==> src/rtl/wdg_pkg.sv <==
package wdg_pkg;
  localparam int TSEL_W = 3;
  localparam int CTRL_W = 10;

  typedef struct packed {
    logic              rst_en;
    logic              wake_en;
    logic              irq_en;
    logic              cnt_en;
    logic [TSEL_W-1:0] tsel;
  } wdg_ctrl_t;

  typedef struct packed {
    logic rst_f;
    logic wake_f;
    logic irq_f;
  } wdg_flags_t;
endpackage

==> src/rtl/wdg_interval_cnt.sv <==
module wdg_interval_cnt
  import wdg_pkg::*;
#(
  parameter int BASE_EXP = 4,
  parameter int EXP_STEP = 2
) (
  input  logic              clk,
  input  logic              rst,
  input  logic              en,
  input  logic              clr,
  input  logic [TSEL_W-1:0] tsel,
  output logic              tout
);
  localparam int NSEL  = 1 << TSEL_W;
  localparam int CNT_W = BASE_EXP + EXP_STEP * (NSEL - 1) + 1;

  logic [CNT_W-1:0] cnt;
  logic [CNT_W-1:0] lim_m1 [NSEL];

  for (genvar i = 0; i < NSEL; i++) begin : g_lim
    assign lim_m1[i] = CNT_W'((64'd1 << (BASE_EXP + EXP_STEP * i)) - 64'd1);
  end

  assign tout = en && !clr && (cnt == lim_m1[tsel]);

  always_ff @(posedge clk) begin
    if (rst) begin
      cnt <= '0;
    end else if (clr) begin
      cnt <= '0;
    end else if (en) begin
      cnt <= tout ? '0 : cnt + 1'b1;
    end
  end

  assert_cnt_below_limit_R1: assert property (@(posedge clk) disable iff (rst)
    cnt <= lim_m1[tsel]);

  assert_stopped_cnt_zero_R7: assert property (@(posedge clk) disable iff (rst)
    !en |-> (cnt == '0));

  assert_clr_zeroes_R5: assert property (@(posedge clk) disable iff (rst)
    clr |=> (cnt == '0));
endmodule

==> src/rtl/wdg_grace.sv <==
module wdg_grace #(
  parameter int DELAY = 130
) (
  input  logic clk,
  input  logic rst,
  input  logic tout,
  input  logic kill,
  input  logic rst_en,
  output logic rst_set,
  output logic sysrst_o
);
  localparam int GW = $clog2(DELAY);

  logic          active;
  logic [GW-1:0] gcnt;
  logic          last;

  assign last    = active && !kill && (gcnt == GW'(DELAY - 1));
  assign rst_set = last && rst_en;

  always_ff @(posedge clk) begin
    if (rst) begin
      active   <= 1'b0;
      gcnt     <= '0;
      sysrst_o <= 1'b0;
    end else begin
      sysrst_o <= rst_set;
      if (kill) begin
        active <= 1'b0;
        gcnt   <= '0;
      end else if (active) begin
        if (last) begin
          active <= 1'b0;
          gcnt   <= '0;
        end else begin
          gcnt <= gcnt + 1'b1;
        end
      end else if (tout) begin
        active <= 1'b1;
        gcnt   <= '0;
      end
    end
  end

  assert_rst_single_pulse_R4: assert property (@(posedge clk) disable iff (rst)
    sysrst_o |=> !sysrst_o);

  assert_kill_closes_window_R5: assert property (@(posedge clk) disable iff (rst)
    kill |=> (!active && !sysrst_o));
endmodule

==> src/rtl/wdg_ctrl_regs.sv <==
module wdg_ctrl_regs
  import wdg_pkg::*;
(
  input  logic              clk,
  input  logic              rst,
  input  logic              wr,
  input  logic [CTRL_W-1:0] wdata,
  input  logic              tout,
  input  logic              rst_set,
  output wdg_ctrl_t         ctrl,
  output wdg_flags_t        flags,
  output logic              restart,
  output logic              irq_o
);
  wdg_ctrl_t  ctrl_n;
  wdg_flags_t flags_n;
  wdg_flags_t w1c;
  wdg_ctrl_t  wctrl;

  assign wctrl   = wdg_ctrl_t'(wdata[6:0]);
  assign restart = wr && ((wctrl.tsel != ctrl.tsel) || !wctrl.cnt_en);

  always_comb begin
    ctrl_n       = wr ? wctrl : ctrl;
    w1c          = wr ? wdg_flags_t'(wdata[9:7]) : '0;
    flags_n      = flags & ~w1c;
    flags_n.irq_f  = flags_n.irq_f  | tout;
    flags_n.wake_f = flags_n.wake_f | (tout && ctrl.wake_en);
    flags_n.rst_f  = flags_n.rst_f  | rst_set;
  end

  always_ff @(posedge clk) begin
    if (rst) begin
      ctrl  <= '0;
      flags <= '0;
      irq_o <= 1'b0;
    end else begin
      ctrl  <= ctrl_n;
      flags <= flags_n;
      irq_o <= flags_n.irq_f && ctrl_n.irq_en;
    end
  end

  assert_irq_needs_enable_R2: assert property (@(posedge clk) disable iff (rst)
    irq_o |-> (ctrl.irq_en && flags.irq_f));

  assert_wake_on_timeout_R3: assert property (@(posedge clk) disable iff (rst)
    (tout && ctrl.wake_en) |=> flags.wake_f);

  assert_set_beats_clear_R6: assert property (@(posedge clk) disable iff (rst)
    tout |=> flags.irq_f);
endmodule

==> src/rtl/wdg_grace_top.sv <==
module wdg_grace_top
  import wdg_pkg::*;
#(
  parameter int BASE_EXP = 4,
  parameter int EXP_STEP = 2,
  parameter int DELAY    = 130
) (
  input  logic              clk,
  input  logic              rst,
  input  logic              cfg_we,
  input  logic [CTRL_W-1:0] cfg_wdata,
  input  logic              kick_i,
  output logic [CTRL_W-1:0] cfg_rdata,
  output logic              irq_o,
  output logic              wake_o,
  output logic              sysrst_o
);
  wdg_ctrl_t  ctrl;
  wdg_flags_t flags;
  logic       restart;
  logic       clr;
  logic       tout;
  logic       rst_set;

  assign clr = kick_i || restart;

  wdg_ctrl_regs u_regs (
    .clk     (clk),
    .rst     (rst),
    .wr      (cfg_we),
    .wdata   (cfg_wdata),
    .tout    (tout),
    .rst_set (rst_set),
    .ctrl    (ctrl),
    .flags   (flags),
    .restart (restart),
    .irq_o   (irq_o)
  );

  wdg_interval_cnt #(
    .BASE_EXP (BASE_EXP),
    .EXP_STEP (EXP_STEP)
  ) u_cnt (
    .clk  (clk),
    .rst  (rst),
    .en   (ctrl.cnt_en),
    .clr  (clr),
    .tsel (ctrl.tsel),
    .tout (tout)
  );

  wdg_grace #(
    .DELAY (DELAY)
  ) u_grace (
    .clk      (clk),
    .rst      (rst),
    .tout     (tout),
    .kill     (clr),
    .rst_en   (ctrl.rst_en),
    .rst_set  (rst_set),
    .sysrst_o (sysrst_o)
  );

  assign cfg_rdata = {flags, ctrl};
  assign wake_o    = flags.wake_f;

  assert_sysrst_sets_flag_R4: assert property (@(posedge clk) disable iff (rst)
    sysrst_o |-> flags.rst_f);
endmodule

==> config.mk <==
export PLATFORM = sky130hd
export DESIGN_NAME = wdg_grace_top
export DESIGN_NICKNAME = d
export VERILOG_FILES = /design/src/rtl/wdg_pkg.sv /design/src/rtl/wdg_interval_cnt.sv /design/src/rtl/wdg_grace.sv /design/src/rtl/wdg_ctrl_regs.sv /design/src/rtl/wdg_grace_top.sv
export SDC_FILE = /design/constraint.sdc
export NUM_CORES = 1
export LEC_CHECK = 0
export BUFFER_PORTS_ARGS = -buffer_cell sky130_fd_sc_hd__buf_4
export CAP_MARGIN = 20
export CELL_PAD_IN_SITES_DETAIL_PLACEMENT = 0
export CELL_PAD_IN_SITES_GLOBAL_PLACEMENT = 1
export CORE_ASPECT_RATIO = 0.6
export CORE_MARGIN = 2
export CORE_UTILIZATION = 42
export DETAILED_ROUTE_END_ITERATION = 6
export PLACE_DENSITY_LB_ADDON = 0.12
export SYNTH_ARGS = -nofsm -noshare
export SYNTH_HDL_FRONTEND = slang
export SYNTH_SLANG_ARGS = --single-unit
==> constraint.sdc <==
create_clock -name clk -period 2.75 [get_ports clk]
set_input_delay 0.825 -clock clk [delete_from_list [all_inputs] [get_ports clk]]
set_output_delay 0.825 -clock clk [all_outputs]
set_load 0.01 [all_outputs]
==> results of run 1 <==
## worst register-to-register path, delay by kind of cell, from the launching register on
kind	cells	cell delay (ns)
compound gates	3	0.70
fa+ha+maj	1	0.20
buf+inv	1	0.19
flops	1	0.37
simple gates	2	0.73
## state kept, by name, summed over array words and instances, names as in the netlist
signal	count
u_cnt.cnt	19
u_grace.active	1
u_grace.gcnt	8
u_grace.sysrst_o	1
u_regs.ctrl	7
u_regs.flags	3
u_regs.irq_o	1
## final timing paths
check	start	endpoint	slack [ns]	depth (start not counted)
max	u_cnt.cnt[0]$_SDFFE_PP0P_	u_grace.gcnt[1]$_SDFFE_PP0P_	0.44	7
min	u_regs.flags[0]$_SDFF_PP0_	u_regs.flags[0]$_SDFF_PP0_	0.49	2
max reg2reg	u_cnt.cnt[0]$_SDFFE_PP0P_	u_grace.gcnt[1]$_SDFFE_PP0P_	0.44	7
min reg2reg	u_regs.flags[0]$_SDFF_PP0_	u_regs.flags[0]$_SDFF_PP0_	0.49	2
## per-layer routing
layer | vias to the layer above | routed length (um) | track usage (%)
met3 | 5 | 478 | 5.332
met1 | 781 | 2646 | 33.01
met4 | 0 | 33 | 4.348
li1 | 893 | - | -
met5 | - | 0 | 0
met2 | 57 | 1544 | 21.99
## synthesized netlist by cell type, drive strengths merged, types with 4 or more instances
cell	count
dfxtp	40
nor2	39
nand3	21
nand2	18
xnor2	18
buf	10
o21ai	10
mux2i	9
and3	6
xor2	6
inv	5
nor3	5
o22ai	5
clkbuf	4
nand4	4
nor4	4
## metrics by stage
step	instances	hold slack (ns)	cell area [um2]	setup WS (ns)
2_1_floorplan	241	0.4588	2023	0.7316
3_3_place_gp	321	0.4777	2268	0.4837
3_5_place_dp	321	0.4788	2268	0.4640
4_1_cts	329	0.4923	2356	0.4304
5_1_grt	329	0.5303	2356	0.2865
6_report	329	0.4889	2356	0.4419
## cells by family (layout without fill, tap and decap cells)
family,after synthesis,after routing,synth area share [%]
XOR/XNOR,24,24,10.39
flip-flops,40,40,39.58
buffers and inverters,20,45,5.009
multiplexers,9,9,4.453
AND/OR/NAND/NOR,112,112,27.21
adder cells (fa/ha/maj),3,3,1.855
AO/OA/AOI/OAI,33,33,11.50
## layout make-up
cell class | instances | area, um2 | area share, %
flip-flops and latches | 40 | 800.8 | 33.99
multi-input cells | 181 | 1121 | 47.58
inverters | 6 | 22.52 | 0.9559
well taps | 63 | 78.83 | 3.346
repair buffers | 31 | 245.2 | 10.41
clock buffers | 5 | 68.82 | 2.921
clock inverters | 3 | 18.77 | 0.7966
## where the power goes
group / total (W) / internal (W) / switching [W]
sequential: 0.000592 / 0.000585 / 0.00000703
combinational: 0.0000956 / 0.0000447 / 0.0000509
clock: 0.000386 / 0.000177 / 0.000209
==> flow_summary.ini, run 1 <==
[synthesis]
synth.cell_area_um2 = 2023
synth-edff-count = 0
synthesis.nets = 258
netlist.area_leader.share_pct = 39.58
gate_count_after_technology_mapping = 241
yosys_warnings = 0
synth_top_cell_by_area = sky130_fd_sc_hd__dfxtp_1
synth_sequential_area_ratio_pct = 39.58
post_synth_num_cell_types = 46
ys.flop_type = sky130_fd_sc_hd__dfxtp_1
ys_seq_elements = 40
avgSynthCellArea_um2 = 8.395
asyncSetResetFlopFracSynth_pct = 0
synth.top_cells.by_area = sky130_fd_sc_hd__dfxtp_1 (40%), sky130_fd_sc_hd__xnor2_1 (7.8%), sky130_fd_sc_hd__nor2_1 (7.1%)

[routing]
via_per_inst = 5.277
drt_first_iter_violations = 103
detail_route.first_pass.iterations = 4
post-route-drc-count = 0
wl_per_cell_um = 14.29
drt.antenna.violating_nets = 0
vias = 1736
final_routed_wirelength_across_all_metal_layers_um = 4701

[clock_network]
clock_latency_ns = 0.29
worst_setup_hold_path_clk_slew_ns = 0.08
post_cts_buffers = 0
cts-hold-fix-buffers = 0
number_of_h_tree_levels = 2
numClockSinks = 40
cts_tree = yes
max-clock-path-buffers = 2
cts_root_buf = sky130_fd_sc_hd__clkbuf_8
cts_made_buffers = 5
postCtsResizedCells = 0

[worst_setup_path]
worst_setup_path_start_kind = flop
worstSetupEndpointType = flop
critical_path.cell_chain = ha_1, nand4_1, a211o_1, or4_4, o21ai_2, buf_12, o32ai_1
cpMaxStageDelayCell = sky130_fd_sc_hd__or4_4
worstPathBufferInverterCount = 1
cp.required_ns = 2.92
timing.critical_path.max_delay_family = simple AND/OR/NAND/NOR gates
timing.setup.critical_path_class = reg2reg
cp_slowest_stage_delay_ns = 0.54
critPathArrivalTime_ns = 2.48
critPathMaxFanout = 16

[timing]
timing.setup.tns_ns = 0
maxClockFrequency_mhz = 433.3
setup_viol_count_final = 0
finalMaxSlewViolations = 0
finalCritPeriodShare_pct = 83.93
setup_repair_after_global_routing_missed_its_margin = no
maxSlewHeadroom_pct = 65.83
finalCriticalPeriod_ns = 2.308
finClkSkew_ns = 0.008341
worst-slew-pin-transition_ns = 0.5059
hold_viol_final = 0

[layout]
syn_to_final_growth_pct = 16.45
num-fill-cells = 475
postLayoutCoreUtil_pct = 51.09
num_antenna_cells = 0
drive_gt1_share_pct = 17.67
mostFrequentLayoutCells = sky130_fd_sc_hd__dfxtp_1 (40), sky130_fd_sc_hd__nor2_1 (38), sky130_fd_sc_hd__buf_4 (30)
design.final.nets = 282
most_common_library_cell_in_the_layout_ignoring_fill_and_taps = sky130_fd_sc_hd__dfxtp_1

[power_and_ir_drop]
report.power.total_w = 0.001073
power_leakage_nw = 0.8752
power.density_nw_per_um2 = 455.6
vdd.ir_drop.worst_mv = 0.2777

[floorplan]
chipWidth_um = 93.60
rows = 19
fp.dieArea_um2 = 5406
boundaryPins = 27
start_util_pct = 43.87
chipHeight_um = 57.76
core-area_um2 = 4612

[global_route]
global_route_wire_length_before_repair_um = 7810
grt_remaining_overflow = 0
grt.total_usage_pct = 19.15
grt_pass1_vias = 1481
pin_count_of_the_biggest_net_entering_global_routing = 17
grt_antenna_before_repair = 0

[run]
maxCapViolCount = 0

[status]
status = completed

[placed_design]
io_buffer_count = 26
post-dp-hpwl_um = 3551
globalplace.congestion = 0.7935

[min_path]
timing.hold.worst.class = reg2reg
Power figures use the tool's default switching activity.
==> run 2, diff against run 1 <==
--- a/config.mk
+++ b/config.mk
@@ -5,13 +5,14 @@
 export SDC_FILE = /design/constraint.sdc
 export NUM_CORES = 1
 export LEC_CHECK = 0
+export ABC_AREA = 1
 export BUFFER_PORTS_ARGS = -buffer_cell sky130_fd_sc_hd__buf_4
 export CAP_MARGIN = 20
 export CELL_PAD_IN_SITES_DETAIL_PLACEMENT = 0
 export CELL_PAD_IN_SITES_GLOBAL_PLACEMENT = 1
 export CORE_ASPECT_RATIO = 0.6
 export CORE_MARGIN = 2
-export CORE_UTILIZATION = 42
+export CORE_UTILIZATION = 41
 export DETAILED_ROUTE_END_ITERATION = 6
 export PLACE_DENSITY_LB_ADDON = 0.12
 export SYNTH_ARGS = -nofsm -noshare
==> constraint.sdc (replaced) <==
create_clock -name clk -period 2.4 [get_ports clk]
set_input_delay 0.72 -clock clk [delete_from_list [all_inputs] [get_ports clk]]
set_output_delay 0.72 -clock clk [all_outputs]
set_load 0.01 [all_outputs]
==> run 2 against run 1 <==
Worst hold slack worse by 0.014 ns. Via count up 5.8%. Non-clock buffer count down 3.
==> flow_summary.ini, run 2 <==
[clock_network]
cts-hold-fix-buffers = 0
worst_setup_hold_path_clk_slew_ns = 0.08
cts_made_buffers = 5
cts_root_buf = sky130_fd_sc_hd__clkbuf_8
numClockSinks = 40
cts_tree = yes
post_cts_buffers = 0
max-clock-path-buffers = 2
clock_latency_ns = 0.29
number_of_h_tree_levels = 2
postCtsResizedCells = 0

[placed_design]
globalplace.congestion = 0.7419
dpl-instance-area_um2 = 2330
io_buffer_count = 26
post-dp-hpwl_um = 3506

[routing]
wl_per_cell_um = 11.61
vias = 1836
via_per_inst = 4.636
post-route-drc-count = 0
drt.antenna.violating_nets = 0
final_routed_wirelength_across_all_metal_layers_um = 4599
detail_route.first_pass.iterations = 4
drt_first_iter_violations = 103

[floorplan]
chipWidth_um = 96.41
core-area_um2 = 5005
boundaryPins = 27
fp.dieArea_um2 = 5731
chipHeight_um = 59.45
start_util_pct = 41.98
rows = 20

[synthesis]
gate_count_after_technology_mapping = 302
asyncSetResetFlopFracSynth_pct = 0
synth.top_cells.by_area = sky130_fd_sc_hd__dfxtp_1 (38%), sky130_fd_sc_hd__nand2_1 (12%), sky130_fd_sc_hd__inv_1 (7.1%)
yosys_warnings = 0
synthTopCellsByCount = sky130_fd_sc_hd__nand2_1 (68), sky130_fd_sc_hd__dfxtp_1 (40), sky130_fd_sc_hd__inv_1 (40), sky130_fd_sc_hd__nor2_1 (37), sky130_fd_sc_hd__nand3_1 (22)
netlist.area_leader.share_pct = 38.12
cell_with_the_most_instances_after_synthesis = sky130_fd_sc_hd__nand2_1
avgSynthCellArea_um2 = 6.956
post_synth_num_cell_types = 32
ys_seq_elements = 40
ys.flop_type = sky130_fd_sc_hd__dfxtp_1
synth_sequential_area_ratio_pct = 38.12
synthesis.nets = 319
synth_top_cell_by_area = sky130_fd_sc_hd__dfxtp_1
synth-edff-count = 0
synth.cell_area_um2 = 2101

[layout]
design.final.nets = 346
max_ffs_per_register = 19
regMostFlops = u_cnt.cnt
mostFrequentLayoutCells = sky130_fd_sc_hd__nand2_1 (68), sky130_fd_sc_hd__inv_1 (40), sky130_fd_sc_hd__dfxtp_1 (40)
postLayoutCoreUtil_pct = 48.70
num_antenna_cells = 0
top_regs = u_cnt.cnt (19), u_grace.gcnt (8), u_regs.ctrl (7)
num-fill-cells = 526
drive_gt1_share_pct = 16.67
syn_to_final_growth_pct = 16.02
stdcell_area_um2 = 2437
most_common_library_cell_in_the_layout_ignoring_fill_and_taps = sky130_fd_sc_hd__nand2_1

[timing]
finalCritPeriodShare_pct = 78.41
finalMaxSlewViolations = 0
timing.setup.tns_ns = 0
maxClockFrequency_mhz = 531.4
worst-slew-pin-transition_ns = 0.4021
hold_viol_final = 0
setup_viol_count_final = 0
maxSlewHeadroom_pct = 73.16
setup_repair_after_global_routing_missed_its_margin = no
finClkSkew_ns = 0.007475
finalCriticalPeriod_ns = 1.882

[global_route]
grt_pass1_vias = 1561
grt.total_usage_pct = 17.51
global_route_wire_length_before_repair_um = 7583
pin_count_of_the_biggest_net_entering_global_routing = 16
grt_antenna_before_repair = 0
grt_remaining_overflow = 0

[power_and_ir_drop]
vdd.ir_drop.worst_mv = 0.2440
power.density_nw_per_um2 = 544.9
power_leakage_nw = 1.050

[min_path]
timing.hold.worst.class = reg2reg

[worst_setup_path]
timing.setup.critical_path_class = reg2reg
critPathMaxFanout = 12
cp_slowest_stage_delay_ns = 0.38
critPathArrivalTime_ns = 2.11
cp.required_ns = 2.63
critical_path.cell_chain = ha_1, nand3_2, nor2_4, nand3_1, nor2_1, nand3_2, buf_4, nand2_1, nand2_1, nor2_1
timing.critical_path.max_delay_family = simple AND/OR/NAND/NOR gates
worst_setup_path_start_kind = flop
worstPathBufferInverterCount = 1
cpMaxStageDelayCell = sky130_fd_sc_hd__dfxtp_1
worstSetupEndpointType = flop

[status]
status = completed

[run]
maxCapViolCount = 0
run 2: cell count changes after synthesis, sizes merged, moves of 4 or more:
cell | before | now
a21oi | 2 | 23
xnor2 | 18 | 3
nor4 | 4 | 0
mux2i | 9 | 0
and3 | 6 | 0
nand2 | 18 | 71
nor2 | 39 | 44
o21ai | 10 | 16
buf | 10 | 6
inv | 5 | 42
o22ai | 5 | 0
run 2: per-stage QoR:
stage | power [W] | setup WS, ns | hold WS, ns | instances
3_3_place_gp | 0.0008024 | 0.3290 | 0.4507 | 388
2_1_floorplan | 0.0007614 | 0.6197 | 0.4566 | 302
5_1_grt | 0.001398 | 0.3282 | 0.5002 | 396
6_report | 0.001328 | 0.5182 | 0.4752 | 396
4_1_cts | 0.001350 | 0.5181 | 0.4731 | 396
3_5_place_dp | 0.0008020 | 0.3249 | 0.4603 | 388
run 2: final timing paths:
check                                                 from                    endpoint  slack [ns]  cells after the start
worst min register to register  u_regs.flags[2]$_SDFF_PP0_  u_regs.flags[2]$_SDFF_PP0_        0.48                      2
worst max register to register   u_cnt.cnt[0]$_SDFFE_PP0P_   u_grace.active$_SDFF_PP0_        0.52                     10
worst min-delay path            u_regs.flags[2]$_SDFF_PP0_  u_regs.flags[2]$_SDFF_PP0_        0.48                      2
worst max-delay path             u_cnt.cnt[0]$_SDFFE_PP0P_   u_grace.active$_SDFF_PP0_        0.52                     10
run 2: layer usage:
layer	up-vias	wire length [um]	global-route usage, %
met3	0	288	5.089
met1	782	2732	28.79
met2	45	1579	21.53
li1	1009	-	-
met5	-	0	0
met4	0	0	3.622
run 2: cell families after synthesis:
kind of cell | synth area share [%]
adders and majority gates | 1.787
AOI/OAI and AO/OA | 11.56
DFF | 38.12
buffers and inverters | 10.96
and+or+nand+nor | 33.83
xor gates and xnor gates | 3.752
run 2: layout make-up:
class	count	area, um2	share of cell area (%)
Multi-Input combinational cell	211	1070	43.89
Sequential cell	40	800.8	32.85
Timing Repair Buffer	28	210.2	8.624
Inverter	43	166.4	6.828
Tap cell	66	82.58	3.388
Clock buffer	6	72.57	2.977
Clock inverter	2	35.03	1.437
run 2: tightest hold or removal path, cell delays in order, from the launching register on:
cell	delay, ns
sky130_fd_sc_hd__dfxtp_1	0.32
sky130_fd_sc_hd__nand2_1	0.06
sky130_fd_sc_hd__a21oi_1	0.06
run 2: where the power goes:
group	internal (W)	total, W	switching (W)	leakage, nW
registers	0.000672	0.000686	0.0000141	0.324
clock network	0.000309	0.000541	0.000233	0.0552
logic	0.0000434	0.000101	0.0000576	0.671
